**src/rtl/i2cm_pkg.sv**
```systemverilog
package i2cm_pkg;
    parameter int CNT_W  = 8;
    parameter int ADDR_W = 10;
    parameter int FLAG_W = 16;

    localparam int FB_READ = 0;
    localparam int FB_TEN  = 4;
    localparam int FB_RLEN = 10;
    localparam int FB_IGN  = 12;

    typedef enum logic [1:0] {PC_START, PC_STOP, PC_BIT} bit_cmd_e;
    typedef enum logic [1:0] {BOP_START, BOP_STOP, BOP_XFER} byte_op_e;
    typedef enum logic [1:0] {ST_OK = 2'd0, ST_ADDR_NAK = 2'd1, ST_DATA_NAK = 2'd2} status_e;
    typedef enum logic [2:0] {S_IDLE, S_START, S_ADDR1, S_ADDR2, S_DATA, S_STOP, S_DONE} seq_state_e;

    typedef struct packed {
        logic [ADDR_W-1:0] addr;
        logic [FLAG_W-1:0] flags;
        logic [CNT_W-1:0]  len;
        logic              last;
    } seg_desc_t;

    function automatic logic [CNT_W-1:0] clamp_len(input logic [7:0] b, input int unsigned lim);
        if (32'(b) > lim) return CNT_W'(lim);
        return CNT_W'(b);
    endfunction
endpackage

```
**src/rtl/i2cm_bitphy.sv**
```systemverilog
module i2cm_bitphy import i2cm_pkg::*; #(
    parameter int QTR = 4
) (
    input  logic     clk,
    input  logic     rst,
    input  logic     cmd_valid,
    input  bit_cmd_e cmd,
    input  logic     bit_w,
    output logic     done,
    output logic     bit_r,
    output logic     scl_oe,
    output logic     sda_oe,
    input  logic     scl_in,
    input  logic     sda_in
);
    localparam int CW = (QTR > 1) ? $clog2(QTR) : 1;

    logic          busy;
    bit_cmd_e      cmd_r;
    logic          b_r;
    logic [1:0]    ph;
    logic [CW-1:0] cnt;
    logic          want_scl_low, want_sda_low;

    always_comb begin
        unique case (cmd_r)
            PC_START: begin want_scl_low = (ph == 2'd0) || (ph == 2'd3); want_sda_low = ph[1];  end
            PC_STOP:  begin want_scl_low = (ph == 2'd0);                 want_sda_low = !ph[1]; end
            default:  begin want_scl_low = (ph == 2'd0) || (ph == 2'd3); want_sda_low = !b_r;   end
        endcase
    end

    wire stall     = !want_scl_low && !scl_in;
    wire last_tick = (cnt == CW'(QTR - 1));

    always_ff @(posedge clk) begin
        if (rst) begin
            busy <= 1'b0; cmd_r <= PC_BIT; b_r <= 1'b1; ph <= 2'd0; cnt <= '0;
            done <= 1'b0; bit_r <= 1'b1; scl_oe <= 1'b0; sda_oe <= 1'b0;
        end else begin
            done <= 1'b0;
            if (!busy) begin
                if (cmd_valid) begin
                    busy <= 1'b1; cmd_r <= cmd; b_r <= bit_w; ph <= 2'd0; cnt <= '0;
                end
            end else begin
                scl_oe <= want_scl_low;
                sda_oe <= want_sda_low;
                if (!stall) begin
                    if (last_tick) begin
                        cnt <= '0;
                        if (ph == 2'd2) bit_r <= sda_in;
                        if (ph == 2'd3) begin busy <= 1'b0; done <= 1'b1; end
                        ph <= ph + 2'd1;
                    end else begin
                        cnt <= cnt + CW'(1);
                    end
                end
            end
        end
    end

    // a low SCL while released freezes the bit timing
    assert_stretch_wait_R11: assert property (@(posedge clk) disable iff (rst)
        (busy && !want_scl_low && !scl_in && scl_oe == want_scl_low) |=> ($stable(ph) && $stable(cnt)));
endmodule

```
**src/rtl/i2cm_byteeng.sv**
```systemverilog
module i2cm_byteeng import i2cm_pkg::*; (
    input  logic     clk,
    input  logic     rst,
    input  logic     go,
    input  byte_op_e op,
    input  logic [7:0] tx_byte,
    input  logic     ack_w,
    output logic     done,
    output logic [7:0] rx_byte,
    output logic     ack_r,
    output logic     p_valid,
    output bit_cmd_e p_cmd,
    output logic     p_bit,
    input  logic     p_done,
    input  logic     p_bit_r
);
    logic       busy;
    byte_op_e   op_r;
    logic [7:0] sh;
    logic [3:0] idx;
    logic       ackw_r;

    always_ff @(posedge clk) begin
        if (rst) begin
            busy <= 1'b0; op_r <= BOP_XFER; sh <= '1; idx <= '0; ackw_r <= 1'b1;
            done <= 1'b0; rx_byte <= '0; ack_r <= 1'b1;
            p_valid <= 1'b0; p_cmd <= PC_BIT; p_bit <= 1'b1;
        end else begin
            done    <= 1'b0;
            p_valid <= 1'b0;
            if (go && !busy) begin
                busy <= 1'b1; op_r <= op; sh <= {tx_byte[6:0], 1'b1};
                ackw_r <= ack_w; idx <= '0; p_valid <= 1'b1; p_bit <= tx_byte[7];
                p_cmd <= (op == BOP_START) ? PC_START : (op == BOP_STOP) ? PC_STOP : PC_BIT;
            end else if (busy && p_done) begin
                if (op_r != BOP_XFER || idx == 4'd8) begin
                    busy <= 1'b0; done <= 1'b1;
                    if (op_r == BOP_XFER) ack_r <= p_bit_r;
                end else begin
                    rx_byte <= {rx_byte[6:0], p_bit_r};
                    idx     <= idx + 4'd1;
                    p_valid <= 1'b1;
                    p_cmd   <= PC_BIT;
                    p_bit   <= (idx == 4'd7) ? ackw_r : sh[7];
                    sh      <= {sh[6:0], 1'b1};
                end
            end
        end
    end

    // the bit layer only finishes work this engine handed it
    assert_bit_in_step_R4: assert property (@(posedge clk) disable iff (rst)
        p_done |-> busy);
endmodule

```
**src/rtl/i2c_seg_master.sv**
```systemverilog
module i2c_seg_master import i2cm_pkg::*; #(
    parameter int QTR    = 4,
    parameter int MAX_RX = 32
) (
    input  logic              clk,
    input  logic              rst,
    input  logic              seg_valid,
    output logic              seg_ready,
    input  logic [ADDR_W-1:0] seg_addr,
    input  logic [FLAG_W-1:0] seg_flags,
    input  logic [CNT_W-1:0]  seg_len,
    input  logic              seg_last,
    input  logic [7:0]        tx_data,
    output logic              tx_take,
    output logic [7:0]        rx_data,
    output logic              rx_valid,
    output logic              done,
    output logic [1:0]        done_status,
    output logic [CNT_W-1:0]  done_count,
    output logic              scl_oe,
    output logic              sda_oe,
    input  logic              scl_in,
    input  logic              sda_in
);
    seq_state_e       st;
    seg_desc_t        seg;
    logic             lenph;
    logic [CNT_W-1:0] rem, cnt;
    status_e          stat;

    logic       b_go, b_ack, b_done, b_nak;
    byte_op_e   b_op;
    logic [7:0] b_tx, b_rx;
    logic       p_valid, p_bit, p_done, p_bit_r;
    bit_cmd_e   p_cmd;

    i2cm_byteeng u_byte (
        .clk, .rst, .go(b_go), .op(b_op), .tx_byte(b_tx), .ack_w(b_ack),
        .done(b_done), .rx_byte(b_rx), .ack_r(b_nak),
        .p_valid, .p_cmd, .p_bit, .p_done, .p_bit_r
    );

    i2cm_bitphy #(.QTR(QTR)) u_phy (
        .clk, .rst, .cmd_valid(p_valid), .cmd(p_cmd), .bit_w(p_bit),
        .done(p_done), .bit_r(p_bit_r), .scl_oe, .sda_oe, .scl_in, .sda_in
    );

    wire is_rd  = seg.flags[FB_READ];
    wire is_ten = seg.flags[FB_TEN];
    wire is_ign = seg.flags[FB_IGN];
    wire in_xfr = (st == S_ADDR1) || (st == S_ADDR2) || (st == S_DATA);

    logic [CNT_W-1:0] rem_use;
    logic             lp_use, abort_now, proceed, data_now, fin_now, ten_now, nak_next;

    always_comb begin
        rem_use   = (st == S_DATA) ? (lenph ? clamp_len(b_rx, MAX_RX) : rem - CNT_W'(1)) : rem;
        lp_use    = (st == S_DATA) ? 1'b0 : lenph;
        nak_next  = (rem_use == CNT_W'(1)) && !lp_use;
        abort_now = in_xfr && b_done && b_nak && !is_ign && !(st == S_DATA && is_rd);
        proceed   = b_done && ((st == S_ADDR2) || (st == S_DATA) || (st == S_ADDR1 && !is_ten));
        ten_now   = (st == S_ADDR1) && b_done && is_ten && !abort_now;
        data_now  = proceed && !abort_now && (rem_use != '0);
        fin_now   = abort_now || (proceed && rem_use == '0);
    end

    always_ff @(posedge clk) begin
        if (rst) begin
            st <= S_IDLE; seg <= '0; lenph <= 1'b0; rem <= '0; cnt <= '0; stat <= ST_OK;
            b_go <= 1'b0; b_op <= BOP_START; b_tx <= '1; b_ack <= 1'b1;
            tx_take <= 1'b0; rx_valid <= 1'b0; rx_data <= '0;
        end else begin
            b_go <= 1'b0; tx_take <= 1'b0; rx_valid <= 1'b0;
            unique case (st)
                S_IDLE: if (seg_valid) begin
                    seg   <= '{addr: seg_addr, flags: seg_flags, len: seg_len, last: seg_last};
                    lenph <= seg_flags[FB_READ] && seg_flags[FB_RLEN];
                    rem   <= (seg_flags[FB_READ] && seg_flags[FB_RLEN]) ? CNT_W'(1) : seg_len;
                    cnt   <= '0; stat <= ST_OK;
                    b_go  <= 1'b1; b_op <= BOP_START; st <= S_START;
                end
                S_START: if (b_done) begin
                    b_go <= 1'b1; b_op <= BOP_XFER; b_ack <= 1'b1; st <= S_ADDR1;
                    b_tx <= is_ten ? {5'b11110, seg.addr[9:8], is_rd} : {seg.addr[6:0], is_rd};
                end
                S_STOP: if (b_done) st <= S_DONE;
                S_DONE: st <= S_IDLE;
                default: ;
            endcase
            if (st == S_DATA && b_done) begin
                cnt      <= cnt + CNT_W'(1);
                rem      <= rem_use;
                lenph    <= 1'b0;
                rx_valid <= is_rd;
                rx_data  <= b_rx;
            end
            if (ten_now) begin
                b_go <= 1'b1; b_op <= BOP_XFER; b_ack <= 1'b1; b_tx <= seg.addr[7:0]; st <= S_ADDR2;
            end
            if (data_now) begin
                b_go    <= 1'b1; b_op <= BOP_XFER; st <= S_DATA;
                b_tx    <= is_rd ? 8'hFF : tx_data;
                b_ack   <= is_rd ? nak_next : 1'b1;
                tx_take <= !is_rd;
            end
            if (fin_now) begin
                if (abort_now) stat <= (st == S_DATA) ? ST_DATA_NAK : ST_ADDR_NAK;
                if (abort_now || seg.last) begin
                    b_go <= 1'b1; b_op <= BOP_STOP; st <= S_STOP;
                end else begin
                    st <= S_DONE;
                end
            end
        end
    end

    assign seg_ready   = (st == S_IDLE);
    assign done        = (st == S_DONE);
    assign done_status = stat;
    assign done_count  = cnt;

    // a STOP seen on the lines belongs to the stop step
    assert_stop_only_end_R10: assert property (@(posedge clk) disable iff (rst)
        ($rose(sda_in) && scl_in && $past(scl_in)) |-> (st == S_STOP));
    // finishing without a STOP is only for a clean non-final segment
    assert_no_stop_means_chain_R10: assert property (@(posedge clk) disable iff (rst)
        (st == S_DONE && $past(st) != S_STOP) |-> (!seg.last && stat == ST_OK));
    // received bytes only appear in read segments
    assert_rx_in_read_R5: assert property (@(posedge clk) disable iff (rst)
        rx_valid |-> is_rd);
    // transmit bytes are only consumed in write segments
    assert_tx_in_write_R4: assert property (@(posedge clk) disable iff (rst)
        tx_take |-> !is_rd);
endmodule

```
**config.mk**
```make
export PLATFORM = sky130hd
export DESIGN_NAME = i2c_seg_master
export DESIGN_NICKNAME = d
export VERILOG_FILES = /design/src/rtl/i2cm_pkg.sv /design/src/rtl/i2cm_bitphy.sv /design/src/rtl/i2cm_byteeng.sv /design/src/rtl/i2c_seg_master.sv
export SDC_FILE = /design/constraint.sdc
export NUM_CORES = 1
export LEC_CHECK = 0
export BUFFER_PORTS_ARGS = -buffer_cell sky130_fd_sc_hd__buf_2
export CAP_MARGIN = 5
export CORE_MARGIN = 4
export CORE_UTILIZATION = 55
export CTS_CLUSTER_DIAMETER = 150
export CTS_CLUSTER_SIZE = 16
export DETAILED_ROUTE_END_ITERATION = 7
export GPL_ROUTABILITY_DRIVEN = 0
export GPL_TIMING_DRIVEN = 0
export HOLD_SLACK_MARGIN = 0.05
export PLACE_DENSITY = 0.86
export SYNTH_ARGS = -nofsm -noshare
export SYNTH_HDL_FRONTEND = slang
export SYNTH_SLANG_ARGS = --single-unit
```
**constraint.sdc**
```tcl
create_clock -name clk -period 6.86 [get_ports clk]
set_input_delay 0.343 -clock clk [delete_from_list [all_inputs] [get_ports clk]]
set_output_delay 0.343 -clock clk [all_outputs]
set_load 0.1 [all_outputs]
```
# Yosys cells after proc, flatten, opt, wreduce, memory -nomap -nowiden
# Index checks and enable logic that the tools add are counted.
[word_totals] regBits=109 romBits=0 latch_bits=0 ram_bits=0 output_inout_bits=24 memories=0
[op_classes] shifts=0 n_addsub=5 n_eq_ne=22 n_reduce_logical=71 n_mux=85 div_mod_pow=0 n_mul=0 bitwise=8 order_cmp=1
[op_table] operator="$mux W8" n=20
[op_table] operator="$mux W2" n=24
[op_table] operator="$mux W1" n=31
[op_table] operator="$logic_and A1 B1 Y1" n=19
[op_table] operator="$mux W3" n=6
[op_table] operator="$reduce_and A2 Y1" n=8
[op_table] operator="$pmux W3 S4" n=1
[op_table] operator="$reduce_and A4 Y1" n=3
[op_table] operator="$logic_not A1 Y1" n=11
[op_table] operator="$ne A5 B4 Y1 const B" n=2
[op_table] operator="$reduce_bool A2 Y1" n=5
[op_table] operator="$eq A3 B3 Y1 const B" n=3
[op_table] operator="$add A8 B1 Y8 const B" n=1
[op_table] operator="$eq A2 B2 Y1 const B" n=4
[op_table] operator="$eq A8 B1 Y1 const B" n=1
[op_table] operator="$gt A8 B6 Y1 const B" n=1
[op_table] operator="$logic_not A8 Y1" n=1
[op_table] operator="$logic_or A1 B1 Y1" n=8
[op_table] operator="$not A1 Y1" n=8
[op_table] operator="$reduce_bool A8 Y1" n=1
[op_table] operator="$reduce_or A2 Y1" n=4
[op_table] operator="$sub A8 B1 Y8 const B" n=1
[op_table] operator="$reduce_bool A7 Y1" n=1
[op_table] operator="$eq A3 B2 Y1 const B" n=2
[op_table] operator="other kinds (17)" n=26

# Logic depth before layout (Yosys ltp)
[depth] ltp_word=13 ltp_mapped=10

# Cells and area by module
# A second synthesis with hierarchy kept.
[unflattened] cells_unflattened=593 area_unflattened_um2=4808.4
[modules_own_cells] module="i2c_seg_master" seq_area_each_um2=1161.1 instances=1 area_per_inst_um2=2945.3 cells_per_inst=382
[modules_own_cells] module="i2cm_byteeng" seq_area_each_um2=580.6 instances=1 area_per_inst_um2=1214.9 cells_per_inst=148
[modules_own_cells] module="i2cm_bitphy" seq_area_each_um2=240.2 instances=1 area_per_inst_um2=648.1 cells_per_inst=63

# Least setup slack after synthesis
# OpenSTA, ideal clock, no wires.
[synth_path] kind="reg2out" start="register st[2]" end="output port seg_ready" stages_incl_launch_ff=3 required_time_ns=6.517 path_buffers=1 arrival_ns=2.577 path_slack_ns=3.940 cell_sequence="dfxtp_1 -> clkbuf_1 -> nor3_1"
[synth_via] elab_chain_len=1
[synth_rtl] item="start, declared" line_no="i2c_seg_master.sv:25" source="seq_state_e st;"
[synth_rtl] item="start signal, assigned" line_no="i2c_seg_master.sv:69" source="st <= S_IDLE; seg <= '0; lenph <= 1'b0; rem <= '0; cnt <= '0; stat <= ST_OK;"
[synth_rtl] item="start signal, assigned" line_no="i2c_seg_master.sv:80" source="b_go <= 1'b1; b_op <= BOP_START; st <= S_START;"
[synth_rtl] item="start signal, assigned" line_no="i2c_seg_master.sv:83" source="b_go <= 1'b1; b_op <= BOP_XFER; b_ack <= 1'b1; st <= S_ADDR1;"
[synth_rtl] item="$logic_not A3 Y1" line_no="i2c_seg_master.sv:117" source="assign seg_ready = (st == S_IDLE);"
[synth_rtl] item="end, declared" line_no="i2c_seg_master.sv:8" source="output logic seg_ready,"
# Every way passes these cells.

# Final worst setup path
[layout_path] start="register rem[0]" end="register b_op[0]"
[layout_via] elab_chain_len=8 elab_cells_between_ends=11 classes_between="add/sub (1); mux (5); reduce/logical (5)"
[layout_rtl] item="start, declared" line_no="i2c_seg_master.sv:28" source="logic [CNT_W-1:0] rem, cnt;"
[layout_rtl] item="start signal, assigned" line_no="i2c_seg_master.sv:78" source="rem <= (seg_flags[FB_READ] && seg_flags[FB_RLEN]) ? CNT_W'(1) : seg_len;"
[layout_rtl] item="start signal, assigned" line_no="i2c_seg_master.sv:92" source="rem <= rem_use;"
[layout_rtl] item="$sub A8 B1 Y8" line_no="i2c_seg_master.sv:57" source="rem_use = (st == S_DATA) ? (lenph ? clamp_len(b_rx, MAX_RX) : rem - CNT_W'(1)) : rem;"
[layout_rtl] item="$mux W8" line_no="i2c_seg_master.sv:57"
[layout_rtl] item="$mux W8 *" line_no="i2c_seg_master.sv:57"
[layout_rtl] item="$reduce_bool A8 Y1" line_no="i2c_seg_master.sv:63" source="data_now = proceed && !abort_now && (rem_use != '0);"
[layout_rtl] item="$logic_and A1 B1 Y1" line_no="i2c_seg_master.sv:63"
[layout_rtl] item="$mux W2" line_no="i2c_seg_master.sv:100" source="if (data_now) begin"
[layout_rtl] item="$mux W2" line_no="i2c_seg_master.sv:108" source="if (abort_now || seg.last) begin"
[layout_rtl] item="$mux W2 *" line_no="i2c_seg_master.sv:106" source="if (fin_now) begin"
[layout_rtl] item="end signal, assigned" line_no="i2c_seg_master.sv:98" source="b_go <= 1'b1; b_op <= BOP_XFER; b_ack <= 1'b1; b_tx <= seg.addr[7:0]; st <= S_ADDR2;"
[layout_rtl] item="end signal, assigned" line_no="i2c_seg_master.sv:101" source="b_go <= 1'b1; b_op <= BOP_XFER; st <= S_DATA;"
[layout_rtl] item="end signal, assigned" line_no="i2c_seg_master.sv:109" source="b_go <= 1'b1; b_op <= BOP_STOP; st <= S_STOP;"
[layout_rtl] item="end, declared" line_no="i2c_seg_master.sv:32" source="byte_op_e b_op;"
# Mark *: on every way between the ends. The rest lies on a longest branch, timed or not.
# A chain may end at the register's enable or synchronous reset.

==> summary.txt <==
Status
  • Status: finished clean

Synthesis
  • Top_reg_cell synth: dfxtp_1
  • Yosys cell types: 63
  • Cell Area, Synth: 4700 µm²
  • Mean Syn Cell Area: 8.03 µm²
  • Register area share after synthesis: 0.422
  • Top cell type's share of synthesized area: 0.422
  • Post-synth EDFFs: 0
  • Yosys top cell by area: dfxtp_1
  • Yosys Warn Count: 0
  • Syn nets: 641
  • Synth area leaders: dfxtp_1 42%, nand2_1 8.4%, a21oi_1 7.2%
  • #FFs+latches synth: 99
  • Synth Instances: 585
  • Post-synthesis async set-or-reset flop share: 0

Placement
  • Final HPWL DP: 9220 µm
  • PortBufs: 59
  • Worst Setup Slack post-DPL: 4.13 ns
  • Placed Instances: 749

Clock tree
  • Clock buffer depth: 2
  • Sink Count: 99
  • Worst-Skew Late Latency: 0.37 ns
  • Hold_buf cts: 0
  • CTS tree: built
  • Clock buffer count from CTS: 9
  • CTS resizes: 0
  • CTS root buffer: clkbuf_8
  • Post-CTS Repair Setup Buffers: 0
  • Htree depth: 3
  • Clk pin slew, worst setup/hold paths: 0.10 ns

STA
  • Fin crit share: 0.412
  • Worst-Margin Slew: 1.19 ns
  • Max-slew headroom: 0.198
  • Setup TNS: 0 ns
  • Max Clock Freq: 354 MHz
  • Worst Clk Skew: 0.0123 ns
  • RSZ-0062 raised after global routing: false
  • Tmin final: 2.83 ns
  • Slew Viols, Final: 0
  • Hold slack: 0.200 ns
  • Final setup margin: 4.03 ns
  • Final Setup Violations: 0
  • Endpoints failing hold: 0

GRT
  • Gr usage total: 0.256
  • Number of global-route vias before repair: 4,294
  • Pin count of the biggest net entering global routing: 17
  • First-pass GRT wire length: 20,500 µm
  • GR Overflow Total: 0
  • Initial antenna violation count: 0

Floorplanning
  • Initial core utilization: 0.569
  • Die height: 100 µm
  • Die Wd: 100 µm
  • Die Area: 10,100 µm²
  • Core ar.: 8260 µm²
  • Row count: 33
  • # IOs: 72

Min path
  • Hold Path Class: primary input to flop

Drt
  • DR iter-0 viols: 435
  • Drt wl/cell: 17.0 µm
  • DRC errors left: 0
  • Vias per inst: 6.04
  • Drt pass-1 iters: 6
  • Via count: 4,623
  • Routed wire length: 13,000 µm
  • Routed Antenna Nets: 0

Setup path
  • WP buf/inv: 1
  • Crit path launch type: flop
  • Largest fanout on the critical path: 5
  • Kind of critical path: flop to flop
  • Crit-path slowest cell: a2111oi_2
  • CP top delay family: compound AO/OA/AOI/OAI gates
  • WP data arrival: 3.06 ns
  • Crit-path cells: inv_1, ha_1, nor3b_2, a22o_1, a222oi_1, and4_1, and2b_4, a41oi_4, a2111oi_2
  • Crit-path max cell delay: 0.44 ns
  • Req. time, crit path: 7.09 ns
  • Setup crit end kind: flop

Job
  • Max_cap viols: 0

Power
  • Peak VDD IR: 98.7 µV
  • Power density over the cells: 218 nW/µm²
  • Leakage Power: 2.08 nW

Final layout
  • Final nets: 711
  • Area Overhead vs Synth: 13.9%
  • Fillers: 709
  • Non-Filler Instances: 765
  • Fraction of layout cells with a size suffix above 1: 0.153
  • Ant diodes: 0
-- path summary, 6_finish.rpt --
| kind | slack (ns) | start | endpoint | cells past startpoint |
|---|---|---|---|---|
| setup / recovery | 4.03 | rem[0] | b_op[0] | 9 |
| hold / removal | 0.20 | seg_addr[2] | seg[27] | 3 |
| setup reg to reg | 4.03 | rem[0] | b_op[0] | 9 |
| hold reg to reg | 0.46 | rx_data[1] | rx_data[1] | 2 |
-- cells in the final DEF (no fill, tap or decap), drive strengths merged, types with 4 or more instances in the layout --
cell     synthesis  layout
nand2          105     105
dfxtp           99      99
buf             11      70
a21oi           69      69
nor2            54      54
clkbuf          31      42
nor3            29      29
o21ai           23      23
nand3           21      21
inv             14      15
mux2i           13      13
a211oi          10      10
ha               8       8
a221oi           7       7
a2111oi          7       7
nor3b            7       7
nand2b           6       6
a31oi            6       6
and2             6       6
nor2b            5       5
o21a             5       5
and3             5       5
nand3b           4       4
nand4            4       4
-- cell usage after synthesis, types with 2 or more instances --
master,instances
o221ai_1,2
buf_2,5
a21oi_1,68
nand2b_1,6
and3_1,5
a222oi_1,2
o21a_1,5
nand3b_1,4
nand4_1,4
xor2_1,3
mux2i_1,13
and4_1,2
nand3_1,21
a2111oi_0,5
nor3_2,2
nand2_1,105
buf_4,3
and2_1,5
ha_1,8
nor3b_1,4
clkbuf_1,31
buf_6,2
dfxtp_1,99
o211ai_1,2
nor3b_2,3
xnor2_1,3
a31oi_1,6
a211oi_1,10
nor3_1,27
nor2b_1,5
o21ai_1,4
nor2_1,54
o21ai_0,19
inv_1,14
a221oi_1,6
-- per-stage QoR --
step | instance area, µm² | power, mW | util
finish | 5350 | 1.17 | 0.648
detailed placement | 5130 | 0.750 | 0.621
global route | 5350 | 1.20 | 0.648
CTS | 5350 | 1.16 | 0.648
floorplan | 4700 | 0.708 | -
global placement | 5130 | 0.743 | 0.621
-- cells by family (layout without fill, tap and decap cells) --
kind of cell | after synthesis | in the layout | synth area share
AOI/OAI and AO/OA | 144 | 144 | 0.200
xor gates and xnor gates | 6 | 6 | 0.0112
adders and majority gates | 8 | 8 | 0.0213
buffers and inverters | 56 | 131 | 0.0516
DFF | 99 | 99 | 0.422
muxes | 13 | 13 | 0.0277
and+or+nand+nor | 259 | 259 | 0.266
-- layout make-up --
class,count,area [µm²],area share
Clock inverter,5,85.1,0.0159
Sequential cell,99,1980,0.370
Tap cell,105,131,0.0245
Timing Repair Buffer,59,295,0.0552
Inverter,14,52.6,0.00982
Clock buffer,11,141,0.0264
Buffer,42,190,0.0355
Multi-Input combinational cell,430,2470,0.462
-- worst reg2reg max path: cells and delay by family (launching register included) --
family | cells | cell delay [ns]
AOI/OAI and AO/OA | 4 | 1.19
and+or+nand+nor | 3 | 0.66
DFF | 1 | 0.43
adders and majority gates | 1 | 0.28
buffers and inverters | 1 | 0.15
-- state kept, by name, summed over array words and instances, names as in the netlist, 3 cells and up --
name / count
u_byte.rx_byte: 8
rx_data: 8
u_byte.idx: 4
seg: 11
rem: 8
st: 3
done_count: 8
u_byte.sh: 7
b_tx: 8
-- power by group --
part / switching [mW] / leakage [nW] / internal (mW)
Clock: 0.208 / 0.115 / 0.218
Sequential: 0.0115 / 0.803 / 0.588
Combinational: 0.0912 / 1.16 / 0.0500
Total: 0.311 / 2.08 / 0.856
-- per-layer routing --
layer / share of wire / wire length, µm / GRT usage
met1: 0.40 / 5140 / 0.307
met2: 0.50 / 6470 / 0.448
met3: 0.078 / 1010 / 0.0479
met4: 0.027 / 352 / 0.110
met5: 0 / 0 / 0
No activity file was read; power rests on OpenSTA's default activity.
